## config.mk

```make
export PLATFORM = sky130hd
export DESIGN_NAME = bus_glitch_filter
export DESIGN_NICKNAME = d
export VERILOG_FILES = /design/src/rtl/glf_pkg.sv /design/src/rtl/glf_sync.sv /design/src/rtl/glf_fall_detect.sv /design/src/rtl/glf_lane.sv /design/src/rtl/bus_glitch_filter.sv
export SDC_FILE = /design/constraint.sdc
export NUM_CORES = 1
export LEC_CHECK = 0
export BUFFER_PORTS_ARGS = -buffer_cell sky130_fd_sc_hd__buf_4
export CORE_MARGIN = 2
export CORE_UTILIZATION = 31
export DETAILED_ROUTE_END_ITERATION = 7
export GPL_TIMING_DRIVEN = 0
export PLACE_DENSITY_LB_ADDON = 0.05
export SYNTH_ARGS = -nofsm -noshare
export SYNTH_HDL_FRONTEND = slang
export SYNTH_SLANG_ARGS = --single-unit
```

## constraint.sdc

```tcl
create_clock -name clk_i -period 1.5 [get_ports clk_i]
set_clock_uncertainty 0.15 [all_clocks]
set_input_delay 0.3 -clock clk_i [delete_from_list [all_inputs] [get_ports clk_i]]
set_output_delay 0.3 -clock clk_i [all_outputs]
set_load 0.02 [all_outputs]
```

## src/rtl/glf_pkg.sv

```systemverilog
package glf_pkg;

    localparam int unsigned GLF_MAX_STAGES = 4;
    localparam int unsigned GLF_SEL_W      = $clog2(GLF_MAX_STAGES);
    localparam int unsigned GLF_LANES      = 2;

    typedef logic [GLF_SEL_W-1:0]      depth_sel_t;
    typedef logic [GLF_MAX_STAGES-1:0] stage_vec_t;

    typedef enum logic {
        LANE_SCL = 1'b0,
        LANE_SDA = 1'b1
    } lane_e;

    typedef struct packed {
        logic       strobe;
        logic       filt_en;
        depth_sel_t depth;
    } lane_ctl_t;

    // Stage i takes part in the comparison when i < N, where N = sel + 1
    function automatic stage_vec_t depth_mask(depth_sel_t sel);
        stage_vec_t m;
        for (int i = 0; i < GLF_MAX_STAGES; i++) begin
            m[i] = (i <= int'(sel));
        end
        return m;
    endfunction

endpackage

```

## src/rtl/glf_sync.sv

```systemverilog
module glf_sync #(
    parameter int unsigned    W         = 1,
    parameter int unsigned    STAGES    = 2,
    parameter logic [W-1:0]   RESET_VAL = '0
) (
    input  logic         clk_i,
    input  logic         rst_i,
    input  logic [W-1:0] d_i,
    output logic [W-1:0] q_o
);

    logic [W-1:0] pipe_q [STAGES];

    always_ff @(posedge clk_i) begin
        if (rst_i) begin
            for (int i = 0; i < STAGES; i++) pipe_q[i] <= RESET_VAL;
        end else begin
            pipe_q[0] <= d_i;
            for (int i = 1; i < STAGES; i++) pipe_q[i] <= pipe_q[i-1];
        end
    end

    assign q_o = pipe_q[STAGES-1];

endmodule

```

## src/rtl/glf_fall_detect.sv

```systemverilog
module glf_fall_detect (
    input  logic clk_i,
    input  logic rst_i,
    input  logic lvl_i,
    output logic strobe_o
);

    logic prev_q;

    always_ff @(posedge clk_i) begin
        if (rst_i) prev_q <= 1'b0;
        else       prev_q <= lvl_i;
    end

    assign strobe_o = prev_q & ~lvl_i;


    strobe_single_chk: assert property (@(posedge clk_i) disable iff (rst_i)
        strobe_o |=> !strobe_o);

endmodule

```

## src/rtl/glf_lane.sv

```systemverilog
module glf_lane
    import glf_pkg::*;
(
    input  logic      clk_i,
    input  logic      rst_i,
    input  lane_ctl_t ctl_i,
    input  logic      din_i,
    output logic      dout_o
);

    stage_vec_t chain_q;
    stage_vec_t agree;
    stage_vec_t mask;
    logic       match;
    logic       dout_q;

    // History keeps shifting whatever the selected depth
    always_ff @(posedge clk_i) begin
        if (rst_i)             chain_q <= '1;
        else if (ctl_i.strobe) chain_q <= {chain_q[GLF_MAX_STAGES-2:0], din_i};
    end

    for (genvar s = 0; s < GLF_MAX_STAGES; s++) begin : g_cmp
        assign agree[s] = (chain_q[s] == din_i);
    end

    assign mask  = depth_mask(ctl_i.depth);
    assign match = &(agree | ~mask);

    always_ff @(posedge clk_i) begin
        if (rst_i)                        dout_q <= 1'b1;
        else if (!ctl_i.filt_en)          dout_q <= din_i;
        else if (ctl_i.strobe && match)   dout_q <= din_i;
    end

    assign dout_o = dout_q;


    hold_between_strobes_chk: assert property (@(posedge clk_i) disable iff (rst_i)
        (ctl_i.filt_en && !ctl_i.strobe) |=> $stable(dout_q));


    hold_on_mismatch_chk: assert property (@(posedge clk_i) disable iff (rst_i)
        (ctl_i.filt_en && ctl_i.strobe && (agree[0] == 1'b0)) |=> $stable(dout_q));


    accept_matches_newest_chk: assert property (@(posedge clk_i) disable iff (rst_i)
        (ctl_i.filt_en && ctl_i.strobe) |=> (dout_q == $past(dout_q)) || (dout_q == chain_q[0]));


    bypass_follow_chk: assert property (@(posedge clk_i) disable iff (rst_i)
        !ctl_i.filt_en |=> dout_q == $past(din_i));

endmodule

```

## src/rtl/bus_glitch_filter.sv

```systemverilog
module bus_glitch_filter
    import glf_pkg::*;
#(
    parameter int unsigned SYNC_STAGES = 2
) (
    input  logic                 clk_i,
    input  logic                 rst_i,
    input  logic                 fclk_i,
    input  logic                 filt_en_i,
    input  logic [GLF_SEL_W-1:0] depth_sel_i,
    input  logic                 scl_pin_i,
    input  logic                 sda_pin_i,
    output logic                 scl_o,
    output logic                 sda_o
);

    logic [GLF_LANES-1:0] pin_raw;
    logic [GLF_LANES-1:0] pin_s;
    logic [GLF_LANES-1:0] lane_out;
    logic                 fclk_s;
    logic                 strobe;
    lane_ctl_t            ctl;

    assign pin_raw[LANE_SCL] = scl_pin_i;
    assign pin_raw[LANE_SDA] = sda_pin_i;

    glf_sync #(.W(GLF_LANES), .STAGES(SYNC_STAGES), .RESET_VAL('1)) u_pin_sync (
        .clk_i (clk_i),
        .rst_i (rst_i),
        .d_i   (pin_raw),
        .q_o   (pin_s)
    );

    glf_sync #(.W(1), .STAGES(SYNC_STAGES), .RESET_VAL(1'b0)) u_fclk_sync (
        .clk_i (clk_i),
        .rst_i (rst_i),
        .d_i   (fclk_i),
        .q_o   (fclk_s)
    );

    glf_fall_detect u_fall (
        .clk_i    (clk_i),
        .rst_i    (rst_i),
        .lvl_i    (fclk_s),
        .strobe_o (strobe)
    );

    assign ctl = '{strobe: strobe, filt_en: filt_en_i, depth: depth_sel_i};

    for (genvar g = 0; g < GLF_LANES; g++) begin : g_lane
        glf_lane u_lane (
            .clk_i  (clk_i),
            .rst_i  (rst_i),
            .ctl_i  (ctl),
            .din_i  (pin_s[g]),
            .dout_o (lane_out[g])
        );
    end

    assign scl_o = lane_out[LANE_SCL];
    assign sda_o = lane_out[LANE_SDA];


    reset_idle_chk: assert property (@(posedge clk_i)
        rst_i |=> (scl_o && sda_o));

endmodule

```

# Word level (Yosys, flattened, before mapping)

Memories as Yosys holds them, arrays and structs flattened.
Cells that the tools add are included.

Bitwise logic cells: 9
$lt $le $gt $ge: 3
Reduce and logical (&&, ||, !) cells: 4
Equality and inequality tests: 10
Multiplexer cells: 11

Operators by type and width:

| cell               | number |
|---|---|
| $mux 1             | 9 |
| $eq 1x1->1         | 8 |
| $or 4x4->4         | 2 |
| $reduce_and 4->1   | 2 |
| $le 2x2->1 const A | 2 |
| $mux 2             | 2 |
| $ne 2x1->1 const B | 2 |
| $not 4->4          | 1 |
| $or 1x1->1         | 4 |
| $le 1x2->1 const A | 1 |
| $logic_and 1x1->1  | 2 |
| $and 1x1->1        | 1 |
| $not 1->1          | 1 |

Memories kept: 2
Output and inout port bits: 2
Bits in writable memories: 6
Input port bits: 8
Register bits: 11

Memory list:

| name               | depth | bits a word | rd ports | clocked after memory_dff | write ports | line           | text |
|---|---|---|---|---|---|---|---|
| u_pin_sync.pipe_q  | 2     | 2           | 2        | 0                        | 2           | glf_sync.sv:12 | `logic [W-1:0] pipe_q [STAGES];` |
| u_fclk_sync.pipe_q | 2     | 1           | 2        | 0                        | 2           | glf_sync.sv:12 |  |

# Depth between registers and ports, before layout

Word-level depth: 7
Gate-level depth with buffers: 6
Gate-level depth less buffers: 4

# Cells and area by module

Synthesis repeated with hierarchy kept, for this count alone.

Cells, all modules: 69
Area, all modules: 695.7 um^2

By module, submodules not included:

| module                  | cells each | instances | area each (um^2) |
|---|---|---|---|
| glf_lane                | 26         | 2         | 244.0 |
| glf_sync at u_pin_sync  | 10         | 1         | 120.1 |
| glf_sync at u_fclk_sync | 4          | 1         | 52.6 |
| glf_fall_detect         | 3          | 1         | 35.0 |

# Worst setup path after synthesis

Ideal clock, no wire load.

Path kind: reg-to-reg
Start: register u_fall.prev_q
End: register g_lane[1].u_lane.dout_q
Setup time: 0.122 ns
Setup slack: 0.230 ns
Required time: 1.228 ns
Arrival time: 0.998 ns
Clock period less this slack: 1.270 ns
Stages on the path, launching flop included: 7
Cells stage by stage: dfxtp_1 > nor2b_4 > buf_6 > buf_8 > o2111ai_2 > a21oi_2 > o32a_1

Longest elaborated chain between the ends: 3

Ends and longest elaborated chain:

| what                        | line                  | text |
|---|---|---|
| start, declared             | glf_fall_detect.sv:8  | `logic prev_q;` |
| start signal, assigned      | glf_fall_detect.sv:12 | `else prev_q <= lvl_i;` |
| $and 1x1->1                 | glf_fall_detect.sv:15 | `assign strobe_o = prev_q & ~lvl_i;` |
| $logic_and 1x1->1           | glf_lane.sv:33        | `else if (ctl_i.strobe && match) dout_q <= din_i;` |
| $ne 2x1->1 (no source line) | -                     |  |
| end signal, assigned        | glf_lane.sv:32        | `else if (!ctl_i.filt_en) dout_q <= din_i;` |
| end signal, assigned        | glf_lane.sv:33        |  |
| end, declared               | glf_lane.sv:15        | `logic dout_q;` |

No other way between the ends.
A chain may end at the register's enable or synchronous reset.

==> results_dict.tcl <==
set metrics [dict create \
    outcome "finished clean" \
    antennaDiodeCount 0 \
    netlist_area_sq_um 707 \
    finalCritPeriodShare_pct 88.9 \
    drc_errors 0 \
    die_area_sq_mm 0.00268 \
    cts_resized 0 \
    drive_above_1_share_pct 22.5 \
    ir_drop_uv 545 \
    grt_max_degree 11 \
    use_met2_pct 16.0 \
    synthToLayoutAreaGrowth_pct 17.3 \
    grt_use_total_pct 10.9 \
    critPathMaxStageDelay_ns 0.37 \
    clkSlewWorstSetupHoldPaths_ns 0.09 \
    crit_arrival_ns 1.37 \
    hold_ws_ns 0.0309 \
    slew_headroom_pct 77.3 \
    post_cts_buffers 0 \
    ioPinCount 10 \
    finalSetupTns_ns 0 \
    cap_violations 0 \
    vias 519 \
    fmax_ghz 0.750 \
    ff2ff_setup_slack_ns 0.17 \
    final.fill_count 232 \
    path_max_fanout 10 \
    crit_chain "nor2b_4 > buf_6 > buf_8 > o2111ai_2 > a21oi_2 > o32a_1" \
    use_met3_pct 3.16 \
    core_sq_mm 0.00219 \
    slowest_stage "dfxtp_1" \
    ys_types 19 \
    worstSkewPairLatency_ns 0.29 \
    worstHoldStart "scl_pin_i" \
    cts_max_level 1 \
    fin_crit_ns 1.33 \
    routed_wl_mm 1.29 \
    start_util_pct 32.3 \
    grt_pass1_wl_mm 2.10 \
    drtIter0Drc 9 \
    die_y_um 51.8 \
    endpoint_kind "flop" \
    r2r_cells 6 \
    cts_sinks 17 \
    setup_violations 0 \
    grt_pass1_vias 514 \
    yosysSeqAreaShare_pct 48.1 \
    viasPerCell 4.81 \
    slew_violations 0 \
    p_per_area_mw_per_mm2 954 \
    yosysWarnings 0 \
    port-buffer-count 8 \
    worstMarginPinSlew_ns 0.341 \
    gp_congestion 0.718 \
    synth_seq_cells 17 \
    synth_nets 76 \
    firstDrtPassIters 4 \
    die_w_um 51.8 \
    antenna_found_initial 0 \
    syn_avg_cell_area_sq_um 10.4 \
    critical_path_class "reg -> reg" \
    hp-class "in -> reg" \
    postRouteAntennaNets 0 \
    cp.required_ns 1.54 \
    hold_buffers 0 \
    grt_overflow 0 \
    cts_buffers 3 \
    use_met1_pct 13.6 \
    grt-busiest-layer "met2" \
    cts_root_buf "clkbuf_4" \
    post_drt_wl_per_cell_um 11.9 \
    synthCells 68 \
    hpwl_um 887 \
    finalHoldViolations 0 \
    rsz0062_at_grt "false" \
    final_nets 89 \
    p_leak_nw 0.294 \
    cts_max_path_buffers 2 \
    mostFrequentLayoutCells "dfxtp_1, nor2b_1, a211o_1, buf_4" \
    layout_commonest_cell "dfxtp_1" \
    min_to "u_pin_sync.pipe_q[0][0]$_SDFF_PP1_" \
    cts_tree "yes" \
    r2r_end "g_lane[1].u_lane.dout_o$_SDFFE_PP1P_" \
    r2r_start "u_fclk_sync.pipe_q[0][1]$_SDFF_PP0_" \
    holdPathStages 2 \
    start_kind "flop" \
    rows 17 \
]
==> cells in the mapped netlist <==
cell       instances  area [sq um]
a21oi_1            3          15.0
buf_6              1          11.3
o2111ai_1          1          8.76
nor2_1             3          11.3
o21ai_0            4          20.0
nor2b_4            1          13.8
buf_8              1          15.0
or2_1              4          25.0
mux2_1             2          22.5
inv_1              1          3.75
nor2b_1           14          87.6
nand3_1            2          10.0
buf_2              1          5.00
o2111ai_2          1          15.0
dfxtp_1           17           340
clkbuf_1           1          3.75
o32a_1             2          20.0
a211o_1            8          70.1
a21oi_2            1          8.76
==> worst max-delay path, delay by kind of cell (launching register included) <==
family	cells	cell delay, ns
compound gates	3	0.39
flops	1	0.37
buf+inv	2	0.27
simple gates	1	0.05
==> layer usage <==
metal  part of all wire [%]  wire, um
met2                     41       528
met5                      0         0
met1                     51       651
met3                    5.7        73
met4                    2.6        34
==> stage by stage <==
stage | total power [mW] | worst slack [ns] | util [%] | area [sq um] | std cells
floorplan | 0.532 | 0.230 | - | 707 | 68
global placement | 0.562 | 0.160 | 36.6 | 802 | 104
detailed placement | 0.562 | 0.166 | 36.6 | 802 | 104
CTS | 0.811 | 0.149 | 37.9 | 830 | 108
global route | 0.834 | 0.0804 | 37.9 | 830 | 108
finish | 0.792 | 0.166 | 37.9 | 830 | 108
==> state kept, by name, summed over array words and instances, names as in the netlist <==
signal / count
g_lane.u_lane.dout_o: 2
u_fclk_sync.pipe_q: 2
u_pin_sync.pipe_q: 4
g_lane.u_lane.chain_q: 8
u_fall.prev_q: 1
==> kinds of logic (layout without fill, tap and decap cells) <==
kind of cell           Yosys count  count (layout)  share of synthesized area, %
AOI/OAI and AO/OA               20              20                          22.3
buffers and inverters            5              17                          5.48
DFF                             17              17                          48.1
muxes                            2               2                          3.19
and+or+nand+nor                 24              24                          20.9
==> area by class of cell <==
cell class | instances | area (sq um) | area share (%)
Timing Repair Buffer | 8 | 60.1 | 7.24
Tap cell | 28 | 35.0 | 4.22
Clock inverter | 1 | 5.00 | 0.603
Multi-Input combinational cell | 46 | 328 | 39.5
Clock buffer | 3 | 22.5 | 2.71
Inverter | 1 | 3.75 | 0.452
Sequential cell | 17 | 340 | 41.0
Buffer | 4 | 35.0 | 4.22
==> worst max path at each step <==
stage                                                   start                                   end  slack [ns]  cells past startpoint
final                     u_fclk_sync.pipe_q[0][1]$_SDFF_PP0_  g_lane[1].u_lane.dout_o$_SDFFE_PP1P_        0.17                      6
after global routing      u_fclk_sync.pipe_q[0][1]$_SDFF_PP0_  g_lane[1].u_lane.dout_o$_SDFFE_PP1P_        0.08                      6
after CTS                            u_fall.prev_q$_SDFF_PP0_  g_lane[1].u_lane.dout_o$_SDFFE_PP1P_        0.15                      6
after detailed placement             u_fall.prev_q$_SDFF_PP0_  g_lane[1].u_lane.dout_o$_SDFFE_PP1P_        0.17                      6
after global placement                         depth_sel_i[0]  g_lane[1].u_lane.dout_o$_SDFFE_PP1P_        0.16                      5
after floorplan                      u_fall.prev_q$_SDFF_PP0_  g_lane[1].u_lane.dout_o$_SDFFE_PP1P_        0.23                      6
==> power by group <==
group          switching [mW]  internal [mW]
sequential             0.0108          0.468
combinational          0.0332         0.0383
clock                   0.142         0.0993
total                   0.186          0.605
Note: power is estimated with default switching activity, not from simulation.
